[src/rtl/dbf_pkg.sv]
package dbf_pkg;

  localparam int CNT_W = 10;

  localparam logic [3:0] VIEW_READ = 4'h5;
  localparam logic [3:0] VIEW_SET  = 4'h6;
  localparam logic [3:0] VIEW_CLR  = 4'h7;

  localparam int BIT_EN   = 0;
  localparam int BIT_RST  = 1;
  localparam int BIT_SEL  = 4;

  typedef struct packed {
    logic       en;
    logic [2:0] sel;
    logic       restart;
  } lineCtl_t;

  // stable time in 500 us ticks; code 7 repeats the longest setting
  function automatic logic [CNT_W-1:0] stableTicks(input logic [2:0] sel);
    case (sel)
      3'd0:    stableTicks = CNT_W'(1);
      3'd1:    stableTicks = CNT_W'(2);
      3'd2:    stableTicks = CNT_W'(32);
      3'd3:    stableTicks = CNT_W'(64);
      3'd4:    stableTicks = CNT_W'(128);
      3'd5:    stableTicks = CNT_W'(256);
      default: stableTicks = CNT_W'(512);
    endcase
  endfunction

endpackage

[src/rtl/dbf_ctrl.sv]
module dbf_ctrl
  import dbf_pkg::*;
#(
  parameter int DB_LINES = 6
) (
  input  logic                           clk,
  input  logic                           rstN,
  input  logic                           regWe,
  input  logic [11:0]                    regAddr,
  input  logic [31:0]                    regWdata,
  output logic [31:0]                    regRdata,
  output lineCtl_t [DB_LINES-1:0]        lineCtl
);

  localparam int NUM_WORDS = (DB_LINES + 3) / 4;

  logic [3:0] view;
  logic [5:0] wordSel;
  logic [DB_LINES-1:0]      enVec;
  logic [DB_LINES-1:0][2:0] selVec;

  assign view    = regAddr[11:8];
  assign wordSel = regAddr[7:2];

  for (genvar i = 0; i < DB_LINES; i++) begin : g_field
    localparam int WORD = i / 4;
    localparam int LANE = (i % 4) * 8;

    logic       hitSet, hitClr;
    logic       enQ, rstQ;
    logic [2:0] selQ;

    assign hitSet = regWe && (view == VIEW_SET) && (wordSel == 6'(WORD));
    assign hitClr = regWe && (view == VIEW_CLR) && (wordSel == 6'(WORD));

    always_ff @(posedge clk or negedge rstN) begin
      if (!rstN) begin
        enQ  <= 1'b0;
        selQ <= 3'd0;
        rstQ <= 1'b0;
      end else begin
        rstQ <= hitSet && regWdata[LANE + BIT_RST];
        if (hitSet) begin
          enQ  <= enQ  | regWdata[LANE + BIT_EN];
          selQ <= selQ | regWdata[LANE + BIT_SEL +: 3];
        end else if (hitClr) begin
          enQ  <= enQ  & ~regWdata[LANE + BIT_EN];
          selQ <= selQ & ~regWdata[LANE + BIT_SEL +: 3];
        end
      end
    end

    assign enVec[i]  = enQ;
    assign selVec[i] = selQ;
    assign lineCtl[i] = '{en: enQ, sel: selQ, restart: rstQ};
  end

  always_comb begin
    regRdata = '0;
    if (view == VIEW_READ && int'(wordSel) < NUM_WORDS) begin
      for (int i = 0; i < DB_LINES; i++) begin
        if (wordSel == 6'(i / 4)) begin
          regRdata[(i % 4) * 8 +: 8] = {1'b0, selVec[i], 3'b000, enVec[i]};
        end
      end
    end
  end

endmodule

[src/rtl/dbf_datapath.sv]
module dbf_datapath
  import dbf_pkg::*;
#(
  parameter int NUM_LINES = 8,
  parameter int DB_LINES  = 6,
  parameter int TICK_DIV  = 4
) (
  input  logic                    clk,
  input  logic                    rstN,
  input  lineCtl_t [DB_LINES-1:0] lineCtl,
  input  logic [NUM_LINES-1:0]    lvlSens,
  input  logic [NUM_LINES-1:0]    pinRaw,
  output logic [NUM_LINES-1:0]    pinFilt,
  output logic                    tick
);

  localparam int DIV_W = (TICK_DIV > 1) ? $clog2(TICK_DIV) : 1;

  // time base
  if (TICK_DIV > 1) begin : g_div
    logic [DIV_W-1:0] divCnt;
    always_ff @(posedge clk or negedge rstN) begin
      if (!rstN)                               divCnt <= '0;
      else if (divCnt == DIV_W'(TICK_DIV - 1)) divCnt <= '0;
      else                                     divCnt <= divCnt + 1'b1;
    end
    assign tick = (divCnt == DIV_W'(TICK_DIV - 1));
  end else begin : g_nodiv
    assign tick = 1'b1;
  end

  // two-stage synchronizer
  logic [NUM_LINES-1:0] metaQ, syncQ;
  always_ff @(posedge clk or negedge rstN) begin
    if (!rstN) begin
      metaQ <= '0;
      syncQ <= '0;
    end else begin
      metaQ <= pinRaw;
      syncQ <= metaQ;
    end
  end

  for (genvar i = 0; i < NUM_LINES; i++) begin : g_line
    logic filtQ;
    if (i < DB_LINES) begin : g_filt
      logic             active;
      logic [CNT_W-1:0] cnt;
      logic [CNT_W-1:0] limit;

      assign active = lineCtl[i].en && lvlSens[i];
      assign limit  = stableTicks(lineCtl[i].sel);

      always_ff @(posedge clk or negedge rstN) begin
        if (!rstN) begin
          cnt   <= '0;
          filtQ <= 1'b0;
        end else if (!active) begin
          cnt   <= '0;
          filtQ <= syncQ[i];
        end else if (lineCtl[i].restart) begin
          cnt   <= '0;
        end else if (syncQ[i] == filtQ) begin
          cnt   <= '0;
        end else if (tick) begin
          if ((cnt + CNT_W'(1)) >= limit) begin
            cnt   <= '0;
            filtQ <= syncQ[i];
          end else begin
            cnt   <= cnt + CNT_W'(1);
          end
        end
      end
    end else begin : g_pass
      always_ff @(posedge clk or negedge rstN) begin
        if (!rstN) filtQ <= 1'b0;
        else       filtQ <= syncQ[i];
      end
    end
    assign pinFilt[i] = filtQ;
  end

endmodule

[src/rtl/line_debounce_filter.sv]
module line_debounce_filter
  import dbf_pkg::*;
#(
  parameter int NUM_LINES = 8,
  parameter int DB_LINES  = 6,
  parameter int TICK_DIV  = 4
) (
  input  logic                 clk,
  input  logic                 rstN,
  input  logic                 regWe,
  input  logic [11:0]          regAddr,
  input  logic [31:0]          regWdata,
  output logic [31:0]          regRdata,
  input  logic [NUM_LINES-1:0] lvlSens,
  input  logic [NUM_LINES-1:0] pinRaw,
  output logic [NUM_LINES-1:0] pinFilt
);

  lineCtl_t [DB_LINES-1:0] lineCtl;
  logic                    tick;

  dbf_ctrl #(.DB_LINES(DB_LINES)) i_ctrl (
    .clk      (clk),
    .rstN     (rstN),
    .regWe    (regWe),
    .regAddr  (regAddr),
    .regWdata (regWdata),
    .regRdata (regRdata),
    .lineCtl  (lineCtl)
  );

  dbf_datapath #(
    .NUM_LINES (NUM_LINES),
    .DB_LINES  (DB_LINES),
    .TICK_DIV  (TICK_DIV)
  ) i_datapath (
    .clk     (clk),
    .rstN    (rstN),
    .lineCtl (lineCtl),
    .lvlSens (lvlSens),
    .pinRaw  (pinRaw),
    .pinFilt (pinFilt),
    .tick    (tick)
  );

endmodule

[config.mk]
export PLATFORM = sky130hd
export DESIGN_NAME = line_debounce_filter
export DESIGN_NICKNAME = d
export VERILOG_FILES = /design/src/rtl/dbf_pkg.sv /design/src/rtl/dbf_ctrl.sv /design/src/rtl/dbf_datapath.sv /design/src/rtl/line_debounce_filter.sv
export SDC_FILE = /design/constraint.sdc
export NUM_CORES = 1
export LEC_CHECK = 0
export BUFFER_PORTS_ARGS = -buffer_cell sky130_fd_sc_hd__buf_4
export CAP_MARGIN = 15
export CORE_MARGIN = 2
export CORE_UTILIZATION = 63
export CTS_BUF_LIST = sky130_fd_sc_hd__clkbuf_8 sky130_fd_sc_hd__clkbuf_16
export DETAILED_ROUTE_END_ITERATION = 10
export PLACE_DENSITY = 0.92
export SYNTH_ARGS = -nofsm -noshare
export SYNTH_HDL_FRONTEND = slang
export SYNTH_SLANG_ARGS = --single-unit
[constraint.sdc]
create_clock -name clk -period 8.2 [get_ports clk]
set_input_delay 0.82 -clock clk [delete_from_list [all_inputs] [get_ports clk]]
set_output_delay 0.82 -clock clk [all_outputs]
set_load 0.01 [all_outputs]
==> flow_metrics.py, run 1 <==
metrics = {
    "logic_synthesis": {
        "synth_edf_count": 0,
        "synth_cells": 775,
        "synth_area_leader_cell": "dfrtp_1",
        "synth_seq_area_share_pct": 39.3,
        "ys_top_cells_by_area": "dfrtp_1 (39%), ha_1 (8.3%), a22o_1 (6.2%), nand2_1 (5.7%), nor2_1 (2.9%)",
        "syn_area_um2": 7390,
        "synth_top_area_share_pct": 39.3,
        "async_reset_ff_share_pct": 100,
        "yosysWarningCount": 0,
        "synthFlopType": "dfrtp_1",
        "synth.distinct_cells": 74,
        "ys_ff_latch": 116,
        "synth_common_cells": "dfrtp_1 (116), nand2_1 (113), nor2_1 (57)",
        "syn_avg_cell_area_um2": 9.53,
        "synth.most_common_cell": "dfrtp_1",
    },
    "sta": {
        "drv_slew": 0,
        "rsz0062_at_grt": "no",
        "fin_crit_ns": 3.72,
        "tightest_slew_ns": 0.964,
        "hold_viol_final": 0,
        "totalNegativeSetupSlack_ns": 0,
        "fin_crit_sh_pct": 45.4,
        "relSlewSlack_pct": 35.3,
        "setup-violations-final": 0,
        "fin_skew_ns": 0.00799,
        "fmax_mhz": 268,
    },
    "routing": {
        "vias": 6261,
        "routed_wirelength_mm": 16.9,
        "drtPass1Iterations": 5,
        "drc": 0,
        "post_drt_via_cell_ratio": 6.32,
        "wire_per_inst_um": 17.1,
        "drt_iter0_markers": 509,
        "drtAntennaViolNets": 0,
    },
    "final_layout": {
        "num-fill-cells": 796,
        "area_growth_pct": 14.6,
        "final_util_pct": 74.1,
        "fin_nets": 948,
        "num_antenna_cells": 0,
        "drive_above_1_share_pct": 16.9,
    },
    "floorplan": {
        "start_util_pct": 64.7,
        "fp.dieH_um": 112,
        "core.rowCount": 39,
        "die_w_um": 112,
        "ios": 103,
        "core_um2": 11400,
        "die-area_um2": 12600,
    },
    "critical_path": {
        "crit_path_start": "i_datapath.g_line[1].g_filt.cnt[0]",
        "critPathMaxStageDelay_ns": 0.47,
        "r2r_cells": 12,
        "required_ns": 8.54,
        "r2r-start": "i_datapath.g_line[1].g_filt.cnt[0]",
        "startpoint_type": "flop",
        "crit_path_top_delay_cell": "a2111oi_2",
        "critPathMaxFanout": 9,
        "critPathCaptureType": "flop",
        "critPathKind": "reg -> reg",
        "path_cells": "ha_1 > and3_1 > and3_1 > nand3_1 > xnor2_1 > ha_1 > a21oi_1 > a21boi_0 > a2111oi_2 > o2111ai_1 > nor2_2 > a22o_1",
        "critical_path_arrival_ns": 4.07,
    },
    "clocking": {
        "cts_made_buffers": 17,
        "clock_latency_ns": 0.41,
        "tritoncts": "yes",
        "clk_pin_slew_worst_paths_ns": 0.05,
        "htree_levels": 4,
        "cts-root-buf": "clkbuf_16",
        "cts_setup_buffers": 0,
        "postCtsHoldBufs": 0,
        "cts_buffer_depth": 2,
        "cts_resized": 0,
        "cts.sinks": 116,
    },
    "global_routing": {
        "grt_usage_pct": 28.3,
        "antenna_found_initial": 0,
        "grt_max_degree": 73,
        "grt_pass1_vias": 6318,
        "grt_remaining_overflow": 0,
        "grt_pass1_wl_mm": 28.7,
    },
    "placed_design": {
        "place_congestion": 0.882,
        "place_hpwl_mm": 12.3,
        "portBuffers": 70,
    },
    "min_path": {
        "hold_path.class": "reg -> reg",
        "min_path_cells": 0,
        "hold_start": "i_datapath.metaQ[3]",
    },
    "power": {
        "power_density_nw_per_um2": 161,
        "power_uw": 1360,
        "leakage_uw": 0.00396,
        "vdd_drop_max_v": 0.000249,
    },
    "job": {
        "maxCapViolCount": 0,
    },
    "status": {
        "status": "finished clean",
    },
}
[routing by layer]
metal | up-vias | wire length, µm | GRT usage (%)
li1 | 2918 | - | -
met1 | 3033 | 6790 | 33.8
met2 | 245 | 8480 | 47.9
met3 | 65 | 973 | 7.02
met4 | 0 | 691 | 14.1
met5 | - | 0 | 0
[critical path, delay by kind of cell, from the launching register on]
kind            cells  cell delay [ns]
fa+ha+maj           2             0.56
xor+xnor            1             0.23
flops               1             0.46
compound gates      5             1.38
simple gates        4             1.04
[layout make-up]
cell class                 instances  area [µm²]  area share [%]
timing repair buffer              77         578            6.83
inverter                          11        41.3           0.488
clock buffer                      20         467            5.51
sequential                       116        2900            34.3
clock inverter                    10        93.8            1.11
multi-input combinational        613        4200            49.7
tap                              143         179            2.11
[final timing paths]
kind / end / slack, ns
max: i_datapath.g_line[1].g_filt.cnt[3] / 4.48
min: i_datapath.syncQ[3] / 0.34
max reg2reg: i_datapath.g_line[1].g_filt.cnt[3] / 4.48
min reg2reg: i_datapath.syncQ[3] / 0.34
max in group asynchronous: async pin / 6.46
min in group asynchronous: i_datapath.g_line[2].g_filt.cnt[2] / 0.41
[placed cells by master, fill, tap and decap left out, types with 13 or more instances in the layout]
cell type / n
dfrtp_1: 116
nand2_1: 113
buf_4: 77
nor2_1: 57
a22o_1: 52
ha_1: 49
nand3_1: 28
and2_1: 26
a21oi_1: 21
o21ai_0: 20
xnor2_1: 19
nor2b_1: 17
clkbuf_16: 17
and3_1: 16
inv_1: 16
conb_1: 16
xor2_1: 14
nor3_1: 13
[report_power, final]
| part | switching [µW] | internal (µW) | total (µW) | leakage (µW) |
|---|---|---|---|---|
| clock network | 243 | 459 | 702 | 0.000298 |
| logic | 41.7 | 29.8 | 71.6 | 0.00211 |
| registers | 7.00 | 581 | 588 | 0.00156 |
[per-stage QoR]
| step | cell area, µm² | hold slack, ns | setup WS [ns] | std cells |
|---|---|---|---|---|
| final | 8470 | 0.344 | 4.48 | 990 |
| after CTS | 8470 | 0.345 | 4.52 | 990 |
| after floorplan | 7450 | 0.331 | 5.05 | 790 |
| after global placement | 7910 | 0.335 | 4.60 | 960 |
| after global routing | 8470 | 0.351 | 4.17 | 990 |
| after detailed placement | 7910 | 0.335 | 4.52 | 960 |
[kinds of logic after synthesis]
family	Yosys count	synth area share, %
flip-flops	116	39.3
adder cells (fa/ha/maj)	49	8.30
AND/OR/NAND/NOR	339	24.0
other	1	0.0507
XOR/XNOR	33	3.91
buffers and inverters	61	4.59
multiplexers	17	2.42
AO/OA/AOI/OAI	159	17.5
Power figures use the tool's default switching activity.
==> run 2: changes to the inputs <==
--- a/config.mk
+++ b/config.mk
@@ -5,13 +5,14 @@
 export SDC_FILE = /design/constraint.sdc
 export NUM_CORES = 1
 export LEC_CHECK = 0
+export ABC_AREA = 1
 export BUFFER_PORTS_ARGS = -buffer_cell sky130_fd_sc_hd__buf_4
 export CAP_MARGIN = 15
 export CORE_MARGIN = 2
-export CORE_UTILIZATION = 63
+export CORE_UTILIZATION = 59
 export CTS_BUF_LIST = sky130_fd_sc_hd__clkbuf_8 sky130_fd_sc_hd__clkbuf_16
 export DETAILED_ROUTE_END_ITERATION = 10
-export PLACE_DENSITY = 0.92
+export PLACE_DENSITY = 0.88
 export SYNTH_ARGS = -nofsm -noshare
 export SYNTH_HDL_FRONTEND = slang
 export SYNTH_SLANG_ARGS = --single-unit
==> constraint.sdc (replaced) <==
create_clock -name clk -period 3.58 [get_ports clk]
set_input_delay 0.358 -clock clk [delete_from_list [all_inputs] [get_ports clk]]
set_output_delay 0.358 -clock clk [all_outputs]
set_load 0.01 [all_outputs]
==> flow_metrics.py, run 2 <==
metrics = {
    "placed_design": {
        "place_area_um2": 8020,
        "place_hpwl_mm": 12.3,
        "portBuffers": 70,
        "place_congestion": 0.907,
    },
    "logic_synthesis": {
        "yosys.area_share.simple_pct": 27.0,
        "synth_area_leader_cell": "dfrtp_1",
        "synthAdderAreaFrac_pct": 8.21,
        "syn_avg_cell_area_um2": 7.56,
        "synth_edf_count": 0,
        "ys_top_cells_by_area": "dfrtp_1 (39%), nand2_1 (13%), ha_1 (8.2%), inv_1 (8.1%), nand3_1 (5.4%)",
        "synth_mux_area_share_pct": 0,
        "async_reset_ff_share_pct": 100,
        "syn_area_um2": 7470,
        "synth_cells": 988,
        "synth_top_area_share_pct": 38.9,
        "synth.most_common_cell": "nand2_1",
        "yosysWarningCount": 0,
        "synth_xor_area_share_pct": 2.80,
        "synth_seq_area_share_pct": 38.9,
        "synth_top_family_by_area": "simple AND/OR/NAND/NOR gates",
        "synthFlopType": "dfrtp_1",
        "ys_ff_latch": 116,
        "synth.distinct_cells": 40,
        "synth_compound_area_share_pct": 11.2,
        "synth_common_cells": "nand2_1 (250), inv_1 (161), dfrtp_1 (116)",
    },
    "final_layout": {
        "num-fill-cells": 967,
        "fin_nets": 1171,
        "drive_above_1_share_pct": 12.2,
        "mostFrequentLayoutCells": "nand2_1 (250), inv_1 (164), dfrtp_1 (116)",
        "num_antenna_cells": 0,
        "final_area_um2": 8660,
        "final_common_cell": "nand2_1",
        "area_growth_pct": 15.9,
    },
    "floorplan": {
        "core_um2": 12500,
        "start_util_pct": 59.9,
        "core.rowCount": 41,
        "die-area_um2": 13600,
        "ios": 103,
        "fp.dieH_um": 117,
        "die_w_um": 117,
    },
    "clocking": {
        "cts_made_buffers": 17,
        "clock_latency_ns": 0.43,
        "tritoncts": "yes",
        "cts.sinks": 116,
        "cts_buffer_depth": 2,
        "cts_resized": 0,
        "htree_levels": 4,
        "clk_pin_slew_worst_paths_ns": 0.06,
        "cts-root-buf": "clkbuf_16",
    },
    "global_routing": {
        "grt_remaining_overflow": 0,
        "antenna_found_initial": 0,
        "grt_pass1_vias": 6401,
        "grt_pass1_wl_mm": 28.7,
        "grt_max_degree": 44,
        "grt_usage_pct": 27.1,
    },
    "sta": {
        "relSlewSlack_pct": 50.7,
        "hold_viol_final": 0,
        "totalNegativeSetupSlack_ns": 0,
        "fin_crit_ns": 2.57,
        "tightest_slew_ns": 0.734,
        "whs_ns": 0.0314,
        "fin_skew_ns": 0.00786,
        "fin_crit_sh_pct": 71.9,
        "fmax_mhz": 388,
        "rsz0062_at_grt": "no",
        "drv_slew": 0,
        "setup-violations-final": 0,
    },
    "min_path": {
        "hold_path.class": "in -> reg",
        "min_path_cells": 1,
        "hold_start": "pinRaw[3]",
        "hold-path-endpoint": "i_datapath.metaQ[3]",
    },
    "critical_path": {
        "critPathMaxFanout": 12,
        "critical_path_arrival_ns": 2.89,
        "startpoint_type": "flop",
        "critPathKind": "reg -> reg",
        "r2r_slack_ns": 1.01,
        "path_common_cell": "nand2_1",
        "critPathMaxStageDelay_ns": 0.45,
        "timing.rr.end": "i_datapath.g_line[1].filtQ",
        "path_cells": "nand3_1 > nor2_1 > nand2_1 > nor2_1 > xor2_1 > inv_1 > ha_1 > nand2_1 > nand3b_1 > nor2_1 > nand3_1 > nand2_1 > nand2_1 > nand3_2 > nand2_1 > nand2_1 > nand2_1",
        "crit_path_top_delay_cell": "dfrtp_1",
        "r2r_cells": 17,
        "r2r-start": "i_datapath.g_line[1].g_filt.cnt[2]",
        "crit_path_start": "i_datapath.g_line[1].g_filt.cnt[2]",
        "required_ns": 3.90,
        "cp_num_buf_inv": 1,
        "crit_family": "simple AND/OR/NAND/NOR gates",
        "critPathCaptureType": "flop",
    },
    "power": {
        "power_frac_clock_pct": 54.3,
        "switching_share_pct": 21.9,
        "vdd_drop_max_v": 0.000419,
        "power_density_nw_per_um2": 390,
        "p_int_uw": 2640,
        "switchingPower_uw": 740,
        "combPwrFrac_pct": 5.9,
        "seq_power_share_pct": 39.9,
        "leakage_uw": 0.00436,
    },
    "routing": {
        "vias": 6716,
        "wire_per_inst_um": 13.9,
        "wl_met2_mm": 8.28,
        "post_drt_via_cell_ratio": 5.40,
        "wl_met3_mm": 1.07,
        "drtPass1Iterations": 5,
        "drt_iter0_markers": 623,
        "routed_wirelength_mm": 17.3,
        "drtAntennaViolNets": 0,
        "drt-met1-wl_mm": 7.46,
        "drc": 0,
        "top_layer": "met4",
    },
    "status": {
        "status": "finished clean",
    },
    "job": {
        "maxCapViolCount": 0,
    },
}
==> run 2: cell types whose count changed after synthesis, sizes merged, moves of 10 or more <==
cell / change
clkbuf: -15
nor3: +12
o2111ai: -10
o22ai: +43
nand3: +56
nor2b: -17
inv: +151
nand2: +140
xnor2: -17
and3: -16
and2: -25
mux2i: -10
o21ai: +51
a22o: -52
==> run 2: cell families (layout without fill, tap and decap cells) <==
group	count (synthesis)	in the layout
AOI/OAI and AO/OA	145	145
xor gates and xnor gates	23	23
adders and majority gates	49	49
buffers and inverters	202	270
DFF	116	116
other	1	16
and+or+nand+nor	452	452
==> run 2: per-stage QoR <==
| stage | setup WS (ns) | total power, µW | util (%) | cells |
|---|---|---|---|---|
| after floorplan | 1.47 | 1480 | - | 1003 |
| after global placement | 1.11 | 1560 | 64.3 | 1211 |
| after detailed placement | 1.07 | 1570 | 64.3 | 1211 |
| after CTS | 1.05 | 3400 | 69.5 | 1243 |
| after global routing | 0.735 | 3490 | 69.5 | 1243 |
| final | 1.01 | 3380 | 69.5 | 1243 |
==> run 2: routing by layer <==
metal | vias up | global-route usage (%)
li1 | 3322 | -
met5 | - | 0
met3 | 44 | 5.66
met4 | 0 | 12.5
met1 | 3138 | 34.9
met2 | 212 | 44.1
==> run 2: area by class of cell <==
cell class / instances / area (µm²) / area share, %
timing repair buffer: 75 / 566 / 6.53
clock buffer: 18 / 439 / 5.07
clock inverter: 13 / 191 / 2.21
tap: 172 / 215 / 2.48
sequential: 116 / 2900 / 33.5
inverter: 164 / 616 / 7.11
multi-input combinational: 685 / 3730 / 43.1
==> run 2: power by group through the flow <==
stage          registers, µW  clock network (µW)  logic, µW
2_1_floorplan           1360                   0        117
3_3_place_gp            1370                   0        192
3_5_place_dp            1370                   0        198
4_1_cts                 1350                1850        200
5_1_grt                 1350                1910        224
6_report                1350                1830        199
==> run 2: timing repair <==
item | 4_1_cts | 5_1_grt
hold buffers | 1 | 0
endpoints found under the hold margin | 41 | 0
buffers inserted | 0 | 0
==> run 2: worst max-delay path by stage <==
stage / to / slack (ns) / cells after the start
2_1_floorplan: i_datapath.g_line[4].filtQ / 1.47 / 12
3_3_place_gp: i_datapath.g_line[4].filtQ / 1.11 / 15
3_5_place_dp: i_datapath.g_line[4].filtQ / 1.07 / 15
4_1_cts: i_datapath.g_line[4].filtQ / 1.05 / 15
5_1_grt: i_datapath.g_line[4].filtQ / 0.74 / 15
6_report: i_datapath.g_line[1].filtQ / 1.01 / 17
==> run 3: changes to the inputs <==
--- a/config.mk
+++ b/config.mk
@@ -9,10 +9,10 @@
 export BUFFER_PORTS_ARGS = -buffer_cell sky130_fd_sc_hd__buf_4
 export CAP_MARGIN = 15
 export CORE_MARGIN = 2
-export CORE_UTILIZATION = 59
+export CORE_UTILIZATION = 53
 export CTS_BUF_LIST = sky130_fd_sc_hd__clkbuf_8 sky130_fd_sc_hd__clkbuf_16
 export DETAILED_ROUTE_END_ITERATION = 10
-export PLACE_DENSITY = 0.88
+export PLACE_DENSITY = 0.83
 export SYNTH_ARGS = -nofsm -noshare
 export SYNTH_HDL_FRONTEND = slang
 export SYNTH_SLANG_ARGS = --single-unit
==> constraint.sdc (replaced) <==
create_clock -name clk -period 2.2 [get_ports clk]
set_input_delay 0.22 -clock clk [delete_from_list [all_inputs] [get_ports clk]]
set_output_delay 0.22 -clock clk [all_outputs]
set_load 0.01 [all_outputs]
==> flow_metrics.py, run 3 (synthesized netlist as in run 2, its figures left out) <==
metrics = {
    "critical_path": {
        "crit_family": "simple AND/OR/NAND/NOR gates",
        "r2r-start": "i_datapath.g_line[1].g_filt.cnt[0]",
        "cp_num_cells": 15,
        "critPathMaxStageDelay_ns": 0.40,
        "crit_path_top_delay_cell": "dfrtp_1",
        "critPathMaxFanout": 6,
        "critPathCaptureType": "flop",
        "r2r_cells": 15,
        "timing.rr.end": "i_datapath.g_line[1].filtQ",
        "critical_path_arrival_ns": 2.69,
        "crit_path_start": "i_datapath.g_line[1].g_filt.cnt[0]",
        "cp-endpoint": "i_datapath.g_line[1].filtQ",
        "critPathKind": "reg -> reg",
        "startpoint_type": "flop",
        "path_common_cell": "nand2_1",
        "r2r_slack_ns": -0.18,
        "path_cells": "ha_2 > nand4_1 > o21ai_1 > inv_1 > ha_1 > nand2_2 > nand3b_1 > nor2_1 > nand3_1 > nand2_1 > nand2_2 > nand3_4 > nand2_1 > nand2_1 > nand2_1",
        "cp_num_buf_inv": 1,
        "required_ns": 2.51,
    },
    "status": {
        "status": "finished with violations",
        "violations": "negative setup slack",
    },
    "routing": {
        "drt_iter0_markers": 479,
        "drtAntennaViolNets": 0,
        "wire_per_inst_um": 14.9,
        "vias": 7223,
        "post_drt_via_cell_ratio": 5.40,
        "drtPass1Iterations": 7,
        "routed_wirelength_mm": 20.0,
        "drc": 0,
    },
    "clocking": {
        "tritoncts": "yes",
        "cts_buffer_depth": 2,
        "cts.sinks": 116,
        "htree_levels": 4,
        "clk_pin_slew_worst_paths_ns": 0.05,
        "cts-root-buf": "clkbuf_16",
        "cts_made_buffers": 17,
        "clock_latency_ns": 0.42,
    },
    "placed_design": {
        "place_congestion": 0.917,
        "place_hpwl_mm": 13.1,
        "portBuffers": 70,
        "dp.cells": 1271,
    },
    "sta": {
        "setup_slack_ns": -0.175,
        "whs_ns": 0.0110,
        "setup-violations-final": 48,
        "tightest_slew_ns": 0.632,
        "hold_viol_final": 0,
        "drv_slew": 0,
        "rsz0062_at_grt": "yes",
        "fmax_mhz": 421,
        "fin_crit_sh_pct": 108,
        "relSlewSlack_pct": 57.7,
        "fin_crit_ns": 2.38,
        "fin_skew_ns": 0.00650,
    },
    "power": {
        "switchingPower_uw": 1240,
        "combPwrFrac_pct": 7.0,
        "switching_share_pct": 23.7,
        "p_int_uw": 4000,
        "leakage_uw": 0.00481,
        "seq_power_share_pct": 41.8,
        "vdd_drop_max_v": 0.000479,
        "power_density_nw_per_um2": 529,
        "power_frac_clock_pct": 51.3,
    },
    "final_layout": {
        "fin_nets": 1258,
        "final_util_pct": 71.7,
        "final_common_cell": "nand2_1",
        "drive_above_1_share_pct": 26.5,
        "num-fill-cells": 1007,
        "num_antenna_cells": 0,
        "mostFrequentLayoutCells": "nand2_1 (238), inv_1 (158), buf_4 (142)",
        "final_cells": 1338,
        "area_growth_pct": 32.8,
    },
    "job": {
        "maxCapViolCount": 0,
    },
    "floorplan": {
        "ios": 103,
        "core_um2": 13800,
        "start_util_pct": 54.0,
        "die-area_um2": 15100,
        "core.rowCount": 43,
        "die_w_um": 123,
        "fp.dieH_um": 123,
    },
    "min_path": {
        "hold_path.class": "in -> reg",
    },
    "global_routing": {
        "grt_pass1_vias": 6692,
        "grt_pass1_wl_mm": 30.3,
        "grt_remaining_overflow": 0,
        "antenna_found_initial": 0,
        "grt_usage_pct": 25.6,
        "grt_max_degree": 48,
    },
}
==> run 3: cell types whose count changed in the layout (fill, tap and decap cells not counted), moves of 7 or more <==
cell	delta
buf_4	+68
dlygate4sd3_1	+8
ha_1	-11
nand2_1	-12
nand2_2	+10
nand3_4	+7
nor3_1	-7
o21ai_0	-8
o22ai_1	-34
o22ai_2	+30
==> run 3: repair_timing <==
item	4_1_cts	5_1_grt
hold endpoints to repair	53	0
pin swaps	13	42
hold buffers	9	0
buffers inserted	13	11
endpoints found under the setup margin	59	65
gates cloned	1	2
resized for setup	44	86
==> run 3: power groups by stage <==
stage / Sequential [µW] / Clock (µW) / Combinational, µW
4_1_cts: 2190 / 2690 / 351
2_1_floorplan: 2220 / 0 / 190
3_5_place_dp: 2230 / 0 / 329
6_report: 2190 / 2690 / 365
5_1_grt: 2190 / 2800 / 408
3_3_place_gp: 2220 / 0 / 321
==> run 3: area by class of cell <==
class,count,area [µm²],area share (%)
Clock inverter,12,114,1.15
Clock buffer,19,453,4.57
Inverter,164,616,6.21
Sequential cell,116,2910,29.3
Tap cell,180,225,2.27
Multi-Input combinational cell,687,4320,43.5
Timing Repair Buffer,160,1280,12.9
==> run 3: layer usage <==
layer	global-route usage [%]	up-vias	wire (µm)
li1	-	3512	-
met1	31.1	3426	8110
met2	44.3	243	10200
met3	5.99	42	1170
met4	9.20	0	478
met5	0	-	0
==> run 3: worst register-to-register path, stage by stage (launching register included) <==
cell and delay [ns]:
dfrtp_1 0.40, ha_2 0.21, nand4_1 0.19, o21ai_1 0.22, inv_1 0.08, ha_1 0.29, nand2_2 0.06, nand3b_1 0.16
nor2_1 0.09, nand3_1 0.08, nand2_1 0.09, nand2_2 0.10, nand3_4 0.13, nand2_1 0.07, nand2_1 0.06, nand2_1 0.04
==> run 3: worst min-delay path by stage <==
stage	start	to	slack, ns	cells past startpoint
after floorplan	rstN	async pin	-0.08	0
after global placement	rstN	i_datapath.g_line[3].g_filt.cnt[0]	0.28	1
after detailed placement	rstN	i_datapath.g_line[3].g_filt.cnt[2]	0.28	1
after CTS	regWdata[17]	i_ctrl.g_field[2].rstQ	0.004	3
after global routing	regWdata[17]	i_ctrl.g_field[2].rstQ	0.02	3
final	regWdata[17]	i_ctrl.g_field[2].rstQ	0.01	3
==> run 3: through the flow <==
step	instance area (µm²)	setup TNS [ns]	worst slack, ns	total power, µW
floorplan	7530	0	0.0910	2410
global placement	8460	-1.67	-0.0972	2550
detailed placement	8460	-4.89	-0.180	2550
CTS	9430	-0.799	-0.0822	5230
global route	9920	-11.55	-0.325	5400
finish	9920	-3.62	-0.175	5240
